**src/rtl/i2c_tgt_pkg.sv**
```systemverilog
package i2c_tgt_pkg;
  localparam int BYTE_W = 8;

  typedef enum logic [2:0] {
    ST_IDLE,
    ST_ADDR,
    ST_REG,
    ST_WDATA,
    ST_ACK,
    ST_RDATA,
    ST_RACK
  } tgt_state_t;
endpackage

```
**src/rtl/i2c_line_sync.sv**
```systemverilog
module i2c_line_sync #(
  parameter int STAGES = 2
) (
  input  logic clk,
  input  logic rst,
  input  logic scl_i,
  input  logic sda_i,
  output logic scl_s,
  output logic sda_s,
  output logic scl_rise,
  output logic scl_fall,
  output logic start_evt,
  output logic stop_evt
);
  logic [STAGES-1:0] scl_pipe;
  logic [STAGES-1:0] sda_pipe;
  logic              scl_q;
  logic              sda_q;

  // Idle bus level is high on both lines.
  always_ff @(posedge clk) begin
    if (rst) begin
      scl_pipe <= '1;
      sda_pipe <= '1;
      scl_q    <= 1'b1;
      sda_q    <= 1'b1;
    end else begin
      scl_pipe <= {scl_pipe[STAGES-2:0], scl_i};
      sda_pipe <= {sda_pipe[STAGES-2:0], sda_i};
      scl_q    <= scl_pipe[STAGES-1];
      sda_q    <= sda_pipe[STAGES-1];
    end
  end

  assign scl_s     = scl_pipe[STAGES-1];
  assign sda_s     = sda_pipe[STAGES-1];
  assign scl_rise  = scl_s & ~scl_q;
  assign scl_fall  = ~scl_s & scl_q;
  // line conditions seen while SCL is held high
  assign start_evt = scl_s & scl_q & sda_q & ~sda_s;
  assign stop_evt  = scl_s & scl_q & ~sda_q & sda_s;
endmodule

```
**src/rtl/i2c_target_ctrl.sv**
```systemverilog
module i2c_target_ctrl
  import i2c_tgt_pkg::*;
#(
  parameter logic [6:0] DEV_ADDR = 7'b1000100,
  parameter int         PTR_W    = 3
) (
  input  logic              clk,
  input  logic              rst,
  input  logic              scl_s,
  input  logic              sda_s,
  input  logic              scl_rise,
  input  logic              scl_fall,
  input  logic              start_evt,
  input  logic              stop_evt,
  input  logic [BYTE_W-1:0] reg_rdata,
  output logic              sda_oe,
  output logic              reg_we,
  output logic [PTR_W-1:0]  reg_waddr,
  output logic [BYTE_W-1:0] reg_wdata,
  output logic [PTR_W-1:0]  reg_raddr
);
  localparam logic [3:0] LAST_BIT = 4'(BYTE_W);

  tgt_state_t        state;
  tgt_state_t        after_ack;
  logic [BYTE_W-1:0] shreg;
  logic [BYTE_W-1:0] wbuf;
  logic [3:0]        bitcnt;
  logic              do_write;
  logic              mack;
  logic [PTR_W-1:0]  ptr;

  assign reg_raddr = ptr;

  always_ff @(posedge clk) begin
    if (rst) begin
      state     <= ST_IDLE;
      after_ack <= ST_IDLE;
      shreg     <= '0;
      wbuf      <= '0;
      bitcnt    <= '0;
      do_write  <= 1'b0;
      mack      <= 1'b0;
      ptr       <= '0;
      sda_oe    <= 1'b0;
      reg_we    <= 1'b0;
      reg_waddr <= '0;
      reg_wdata <= '0;
    end else begin
      reg_we <= 1'b0;
      if (stop_evt) begin
        // a pending byte is dropped; no strobe is issued
        state    <= ST_IDLE;
        sda_oe   <= 1'b0;
        do_write <= 1'b0;
      end else if (start_evt) begin
        state    <= ST_ADDR;
        bitcnt   <= '0;
        sda_oe   <= 1'b0;
        do_write <= 1'b0;
      end else begin
        case (state)
          ST_ADDR, ST_REG, ST_WDATA: begin
            if (scl_rise) begin
              shreg  <= {shreg[BYTE_W-2:0], sda_s};
              bitcnt <= bitcnt + 4'd1;
            end else if (scl_fall && bitcnt == LAST_BIT) begin
              bitcnt <= '0;
              if (state == ST_ADDR) begin
                if (shreg[BYTE_W-1:1] == DEV_ADDR) begin
                  sda_oe    <= 1'b1;
                  state     <= ST_ACK;
                  after_ack <= shreg[0] ? ST_RDATA : ST_REG;
                end else begin
                  state <= ST_IDLE;
                end
              end else if (state == ST_REG) begin
                ptr       <= shreg[PTR_W-1:0];
                sda_oe    <= 1'b1;
                state     <= ST_ACK;
                after_ack <= ST_WDATA;
              end else begin
                wbuf      <= shreg;
                do_write  <= 1'b1;
                sda_oe    <= 1'b1;
                state     <= ST_ACK;
                after_ack <= ST_WDATA;
              end
            end
          end
          ST_ACK: begin
            if (scl_fall) begin
              sda_oe   <= 1'b0;
              bitcnt   <= '0;
              do_write <= 1'b0;
              state    <= after_ack;
              if (do_write) begin
                reg_we    <= 1'b1;
                reg_waddr <= ptr;
                reg_wdata <= wbuf;
                ptr       <= ptr + 1'b1;
              end
              if (after_ack == ST_RDATA) begin
                shreg  <= reg_rdata;
                sda_oe <= ~reg_rdata[BYTE_W-1];
              end
            end
          end
          ST_RDATA: begin
            if (scl_rise) begin
              bitcnt <= bitcnt + 4'd1;
            end else if (scl_fall) begin
              if (bitcnt == LAST_BIT) begin
                sda_oe <= 1'b0;
                state  <= ST_RACK;
                ptr    <= ptr + 1'b1;
              end else begin
                shreg  <= {shreg[BYTE_W-2:0], 1'b0};
                sda_oe <= ~shreg[BYTE_W-2];
              end
            end
          end
          ST_RACK: begin
            if (scl_rise) begin
              mack <= ~sda_s;
            end else if (scl_fall) begin
              if (mack) begin
                shreg  <= reg_rdata;
                sda_oe <= ~reg_rdata[BYTE_W-1];
                bitcnt <= '0;
                state  <= ST_RDATA;
              end else begin
                state <= ST_IDLE;
              end
            end
          end
          default: ;
        endcase
      end
    end
  end

  // SDA moves only while SCL is low
  a_r9_sda_moves_scl_low: assert property (@(posedge clk) disable iff (rst)
    !$stable(sda_oe) |-> !scl_s);

  // the write strobe lasts one cycle
  a_r4_single_strobe: assert property (@(posedge clk) disable iff (rst)
    reg_we |=> !reg_we);

  // the pointer has moved one past the written register
  a_r5_ptr_steps: assert property (@(posedge clk) disable iff (rst)
    reg_we |-> (reg_raddr == reg_waddr + PTR_W'(1)));

  // a STOP never produces a write on the following cycle
  a_r8_stop_no_write: assert property (@(posedge clk) disable iff (rst)
    stop_evt |=> !reg_we);

  // SDA is never pulled while idle or while an address is shifted in
  a_r2_quiet_on_addr: assert property (@(posedge clk) disable iff (rst)
    (state == ST_IDLE || state == ST_ADDR) |-> !sda_oe);
endmodule

```
**src/rtl/i2c_regfile_target.sv**
```systemverilog
module i2c_regfile_target #(
  parameter logic [6:0] DEV_ADDR    = 7'b1000100,
  parameter int         PTR_W       = 3,
  parameter int         SYNC_STAGES = 2
) (
  input  logic             clk,
  input  logic             rst,
  input  logic             scl_i,
  input  logic             sda_i,
  output logic             sda_oe,
  output logic             reg_we,
  output logic [PTR_W-1:0] reg_waddr,
  output logic [7:0]       reg_wdata,
  output logic [PTR_W-1:0] reg_raddr,
  input  logic [7:0]       reg_rdata
);
  logic scl_s, sda_s, scl_rise, scl_fall, start_evt, stop_evt;

  i2c_line_sync #(
    .STAGES(SYNC_STAGES)
  ) u_sync (
    .clk      (clk),
    .rst      (rst),
    .scl_i    (scl_i),
    .sda_i    (sda_i),
    .scl_s    (scl_s),
    .sda_s    (sda_s),
    .scl_rise (scl_rise),
    .scl_fall (scl_fall),
    .start_evt(start_evt),
    .stop_evt (stop_evt)
  );

  i2c_target_ctrl #(
    .DEV_ADDR(DEV_ADDR),
    .PTR_W   (PTR_W)
  ) u_ctrl (
    .clk      (clk),
    .rst      (rst),
    .scl_s    (scl_s),
    .sda_s    (sda_s),
    .scl_rise (scl_rise),
    .scl_fall (scl_fall),
    .start_evt(start_evt),
    .stop_evt (stop_evt),
    .reg_rdata(reg_rdata),
    .sda_oe   (sda_oe),
    .reg_we   (reg_we),
    .reg_waddr(reg_waddr),
    .reg_wdata(reg_wdata),
    .reg_raddr(reg_raddr)
  );
endmodule

```
**config.mk**
```make
export PLATFORM = sky130hd
export DESIGN_NAME = i2c_regfile_target
export DESIGN_NICKNAME = d
export VERILOG_FILES = /design/src/rtl/i2c_tgt_pkg.sv /design/src/rtl/i2c_line_sync.sv /design/src/rtl/i2c_target_ctrl.sv /design/src/rtl/i2c_regfile_target.sv
export SDC_FILE = /design/constraint.sdc
export NUM_CORES = 1
export LEC_CHECK = 0
export ABC_AREA = 1
export BUFFER_PORTS_ARGS = -buffer_cell sky130_fd_sc_hd__buf_2
export CORE_AREA = 2 2 96 98
export DETAILED_ROUTE_END_ITERATION = 10
export DIE_AREA = 0 0 98 100
export GPL_TIMING_DRIVEN = 0
export SYNTH_ARGS = -nofsm -noshare
export SYNTH_HDL_FRONTEND = slang
export SYNTH_SLANG_ARGS = --single-unit
```
**constraint.sdc**
```tcl
create_clock -name clk -period 1.9 [get_ports clk]
set_input_delay 0.38 -clock clk [delete_from_list [all_inputs] [get_ports clk]]
set_output_delay 0.38 -clock clk [all_outputs]
set_load 0.01 [all_outputs]
```
# After elaboration in Yosys (flattened, before gate mapping)
# Cells that the tools add are included.
# classes
n_mux,65
add_sub_neg,2
reduce_logical,20
n_eq_ne,38
bitwise,20
# op_table
operator,count
8-bit 2-to-1 mux,9
3-bit 2-to-1 mux,23
4-bit 2-to-1 mux,8
8-bit one-hot mux with 4 select lines,1
12-bit AND reduction,2
1-bit 2-to-1 mux,19
"2-bit by 1-bit inequality test with 1-bit output, second input constant",9
"3-bit by 2-bit inequality test with 1-bit output, second input constant",6
9-bit AND reduction,2
"2-bit inequality test, second input constant",8
4-bit one-hot mux with 4 select lines,1
"3-bit inequality test, second input constant",5
1-bit inverter,13
"3-bit == test, second input constant",4
3-bit one-hot mux with 4 select lines,1
6-bit AND reduction,2
10-bit AND reduction,1
3-bit one-hot mux with 3 select lines,1
8-bit AND reduction,1
1-bit AND,7
"7-bit == test, second input constant",1
7-bit AND reduction,1
"3-bit by 2-bit == test with 1-bit output, second input constant",2
3-bit OR reduction,2
16 further kinds,16
# word_totals
regBits,50
out_inout_bits,16

# Logic depth before layout (Yosys ltp)
# logic_depth
word_depth,7
ltp_mapped,11
ltp_nobuf,11

# By module
# A second synthesis with hierarchy kept.
# hier_totals
cells_unflattened,368
hier_area_um2,2477.4
# by_module_without_submodules
mod,cells_per_inst,seq_area_each_um2,n_inst,area_each_um2
i2c_target_ctrl,344,880.8,1,2279.7
i2c_line_sync,24,120.1,1,197.7

# Worst setup path after synthesis
# No wires, ideal clock.
# synth_timing
path_type,flip-flop to flip-flop
start,register u_ctrl.bitcnt[0]
end,register u_ctrl.shreg[7]
stages_incl_launch_ff,10
synth_period_minus_slack_ns,1.500
setup_ns,0.113
path_buffers,1
arrival_ns,1.387
required_time_ns,1.787
path_slack_ns,0.400
path_cell_list,dfxtp_1 inv_1 ha_1 nand3_1 o21ai_0 nor2_4 buf_6 nand3_2 nand2_1 nor2_2
# synth_via
elab_chain_cells,3
# synth_rtl
item,line_no,text
start: declaration,i2c_target_ctrl.sv:28,logic [3:0] bitcnt;
start signal: assignment,i2c_target_ctrl.sv:66,bitcnt <= bitcnt + 4'd1;
start signal: assignment,i2c_target_ctrl.sv:111,bitcnt <= bitcnt + 4'd1;
4-bit == test,i2c_target_ctrl.sv:113,if (bitcnt == LAST_BIT) begin
2-bit inequality test (no source line),--,
12-bit AND reduction (no source line),--,
end signal: assignment,i2c_target_ctrl.sv:104,shreg <= reg_rdata;
end signal: assignment,i2c_target_ctrl.sv:118,"shreg <= {shreg[BYTE_W-2:0], 1'b0};"
end signal: assignment,i2c_target_ctrl.sv:128,shreg <= reg_rdata;
end: declaration,i2c_target_ctrl.sv:26,logic [BYTE_W-1:0] shreg;
# Every way passes these cells.
# A chain may end at the register's enable or synchronous reset.

# Worst setup path in the final report
# layout_timing
start,register u_ctrl.bitcnt[0]
end,register u_ctrl.wbuf[1]
# layout_via
elab_chain_cells,3
# layout_rtl
item,line_no,text
4-bit == test,i2c_target_ctrl.sv:67,end else if (scl_fall && bitcnt == LAST_BIT) begin
1-bit logical AND,i2c_target_ctrl.sv:67,
7-bit AND reduction (no source line),--,
end signal: assignment,i2c_target_ctrl.sv:83,wbuf <= shreg;
end: declaration,i2c_target_ctrl.sv:27,logic [BYTE_W-1:0] wbuf;
# Every way passes these cells.

==> flow_summary.toml <==
[route]
first_pass_iters = 4
drt-wirelength-per-cell_um = 12.4
drtIter0Drc = 192
viasPerCell = 4.70
drt-total-wl_mm = 6.32
ant_nets = 0
drc = 0
vias = 2397

[synthesis]
synth_common_cells = "79 x nand2_1, 50 x dfxtp_1, 46 x nor2_1, 35 x inv_1, 30 x o21ai_0"
synth_flop_cell = "dfxtp_1"
yosysSeqAreaShare_pct = 38.7
synth-compound-area-share_pct = 15.2
yosysWarnings = 0
netlist.area_leader.share_pct = 38.7
syn_nets = 379
synth-seq-cells = 50
synth_top_area_cell = "dfxtp_1"
syn-cell-area_um2 = 2580
synthTopCellsByArea = "dfxtp_1 39%, nand2_1 11%, nor2_1 6.7%"
synthAdderAreaFrac_pct = 1.45
yosysMostFrequentCell = "nand2_1"
synthXorXnorAreaFrac_pct = 0.678
synth_cell_types = 36
synth_top_family_by_area = "simple AND/OR/NAND/NOR gates"
synth_mux_area_share_pct = 0.387
avgSynthCellArea_um2 = 7.10
synth_edf_count = 0
synthCells = 364
async_flop_share_pct = 0
synth_simple_gate_area_share_pct = 34.9

[worst_setup_path]
cpLargestDelayFamily = "simple AND/OR/NAND/NOR gates"
critPathKind = "reg -> reg"
worst-path-buf-inv = 2
slowest_delay_ns = 0.36
crit_path_cell_trace = "inv_1 > ha_1 > nand3_1 > nor2_1 > nand4_1 > clkbuf_2 > o21ai_0 > a21oi_1"
path_max_fanout = 10
cp_data_required_time_ns = 2.11
endpoint_kind = "register"
cp-start-kind = "register"
crit_slowest_cell = "dfxtp_1"
cp_data_arrival_time_ns = 1.97

[placement]
gp_congestion = 0.900
port_buffers = 27
pre_cts_slack_ns = 0.0906
dp_hpwl_mm = 4.77
place_inst = 502

[clocking]
clock-sinks = 50
cts_root_buf = "clkbuf_8"
cts_buffer_depth = 2
cts_tree = "built"
postCtsSetupBuffers = 0
h-tree-depth = 2
clkSlewWorstSetupHoldPaths_ns = 0.11
clock_latency_ns = 0.31
hold_buffers = 0
cts_buffers = 5

[global_routing]
grtUsageTotal_pct = 13.2
grt_pass1_vias = 2248
grt_max_degree = 19
antenna_found_initial = 0
grt_pass1_wl_mm = 10.6
overflow = 0

[sta]
slew_viol_final = 0
setup_viol = 0
post-route-min-period_ns = 1.76
fmax_mhz = 569
setup_ws_ns = 0.141
worst_pin_slew_ns = 0.586
finalHoldViolations = 0
relSlewSlack_pct = 61.0
finClkSkew_ns = 0.0120
fin_tns_setup_ns = 0
fin_crit_sh_pct = 92.6
hold_ws_ns = 0.255

[layout]
fill_cells = 974
stdcell_count = 510
drive_above_1_share_pct = 21.6
num_antenna_cells = 0
finalNetCount = 413
area_growth_pct = 14.7

[power_and_ir_drop]
p_sw_uw = 1300
cellPowerDensity_nw_per_um2 = 1100
intPower_uw = 1950
ir_drop_mv = 0.338
switching_share_pct = 40.1
seqPwrFrac_pct = 42.0
combPwrFrac_pct = 37.5
leakagePower_uw = 0.00137
clockPowerShare_pct = 20.5

[floorplanning]
dieArea_um2 = 9800
start_util_pct = 29.1
die_h_um = 100
coreArea_um2 = 8890
num_rows = 35
die_w_um = 98
io_pins = 28

[min_path]
hp-class = "in -> reg"

[status]
status = "completed"

[job]
max-cap-violations = 0
## metrics by stage
stage               cell area, um2  total power, uW  utilization (%)
floorplan                     2580             2320                -
global placement              2860             2570             32.1
detailed placement            2860             2590             32.1
CTS                           2950             3260             33.2
global route                  2960             3490             33.3
finish                        2960             3260             33.3
## metal layers
metal  global-route usage (%)  wire length (um)  part of all wire (%)  up-vias
met4                     4.38               114                   1.8        0
li1                         -                 -                     -     1238
met3                     1.95               227                   3.6       10
met2                     22.3              2910                    46       53
met5                        0                 0                     0        -
met1                     17.3              3060                    48     1096
## layout make-up
class                      count  area (um2)  area share, %
multi-input combinational    262        1370           46.1
sequential                    50        1000           33.8
inverter                      40         150           5.07
tap                          111         139           4.69
timing repair buffer          27         135           4.56
buffer                        12        78.8           2.66
clock buffer                   5        68.8           2.32
clock inverter                 3        26.3          0.886
## power groups by stage
stage | clock (uW) | sequential (uW) | combinational (uW)
2_1_floorplan | 0 | 1350 | 968
4_1_cts | 681 | 1370 | 1210
3_5_place_dp | 0 | 1390 | 1200
3_3_place_gp | 0 | 1390 | 1180
5_1_grt | 723 | 1390 | 1370
6_report | 667 | 1370 | 1220
## worst register-to-register path, cell delays in order, from the launching register on
cell and delay [ns]:
dfxtp_1 0.36, inv_1 0.09, ha_1 0.17, nand3_1 0.13, nor2_1 0.15, nand4_1 0.25, clkbuf_2 0.28, o21ai_0 0.18
a21oi_1 0.05
## registers in the layout, summed over array words and instances, names as in the netlist
register          count
u_ctrl.sda_oe         1
u_sync.scl_pipe       2
u_ctrl.do_write       1
u_ctrl.reg_wdata      8
u_ctrl.wbuf           8
u_ctrl.after_ack      3
u_ctrl.bitcnt         4
u_ctrl.reg_we         1
u_sync.sda_q          1
u_ctrl.mack           1
u_sync.scl_q          1
u_ctrl.reg_raddr      3
u_ctrl.state          3
u_ctrl.reg_waddr      3
u_ctrl.shreg          8
u_sync.sda_pipe       2
## cells in the final DEF, fill, tap and decap left out, types with 2 or more instances in the layout
cell type	count
nand2_1	78
dfxtp_1	50
nor2_1	46
inv_1	35
o21ai_0	30
buf_2	29
a21oi_1	23
nand3_1	18
nor2_2	11
a21oi_2	8
nand4_1	7
nand3b_1	7
inv_2	5
or2_2	5
clkbuf_8	5
nand2_2	4
clkbuf_2	3
clkbuf_1	3
nand3_2	3
ha_1	3
nand2_4	2
nor3_1	2
a31oi_1	2
a211oi_1	2
nor2_4	2
inv_6	2
## cells by family after synthesis
kind of cell / after synthesis
compound gates: 68
xor+xnor: 2
fa+ha+maj: 3
buf+inv: 52
flops: 50
mux: 1
simple gates: 188
## repair_timing
| item | 4_1_cts | 5_1_grt |
|---|---|---|
| resized for setup | 0 | 8 |
| endpoints found under the setup margin | 0 | 6 |
| hold endpoints to repair | 0 | 0 |
## path summary, 6_finish.rpt
path	from	end	slack, ns	depth (start not counted)
worst min register to register	u_sync.sda_pipe[0]	u_sync.sda_pipe[1]	0.42	1
worst max register to register	u_ctrl.bitcnt[0]	u_ctrl.wbuf[1]	0.14	8
worst min-delay path	sda_i	u_sync.sda_pipe[0]	0.25	2
worst max-delay path	u_ctrl.bitcnt[0]	u_ctrl.wbuf[1]	0.14	8
Power figures use the tool's default switching activity.
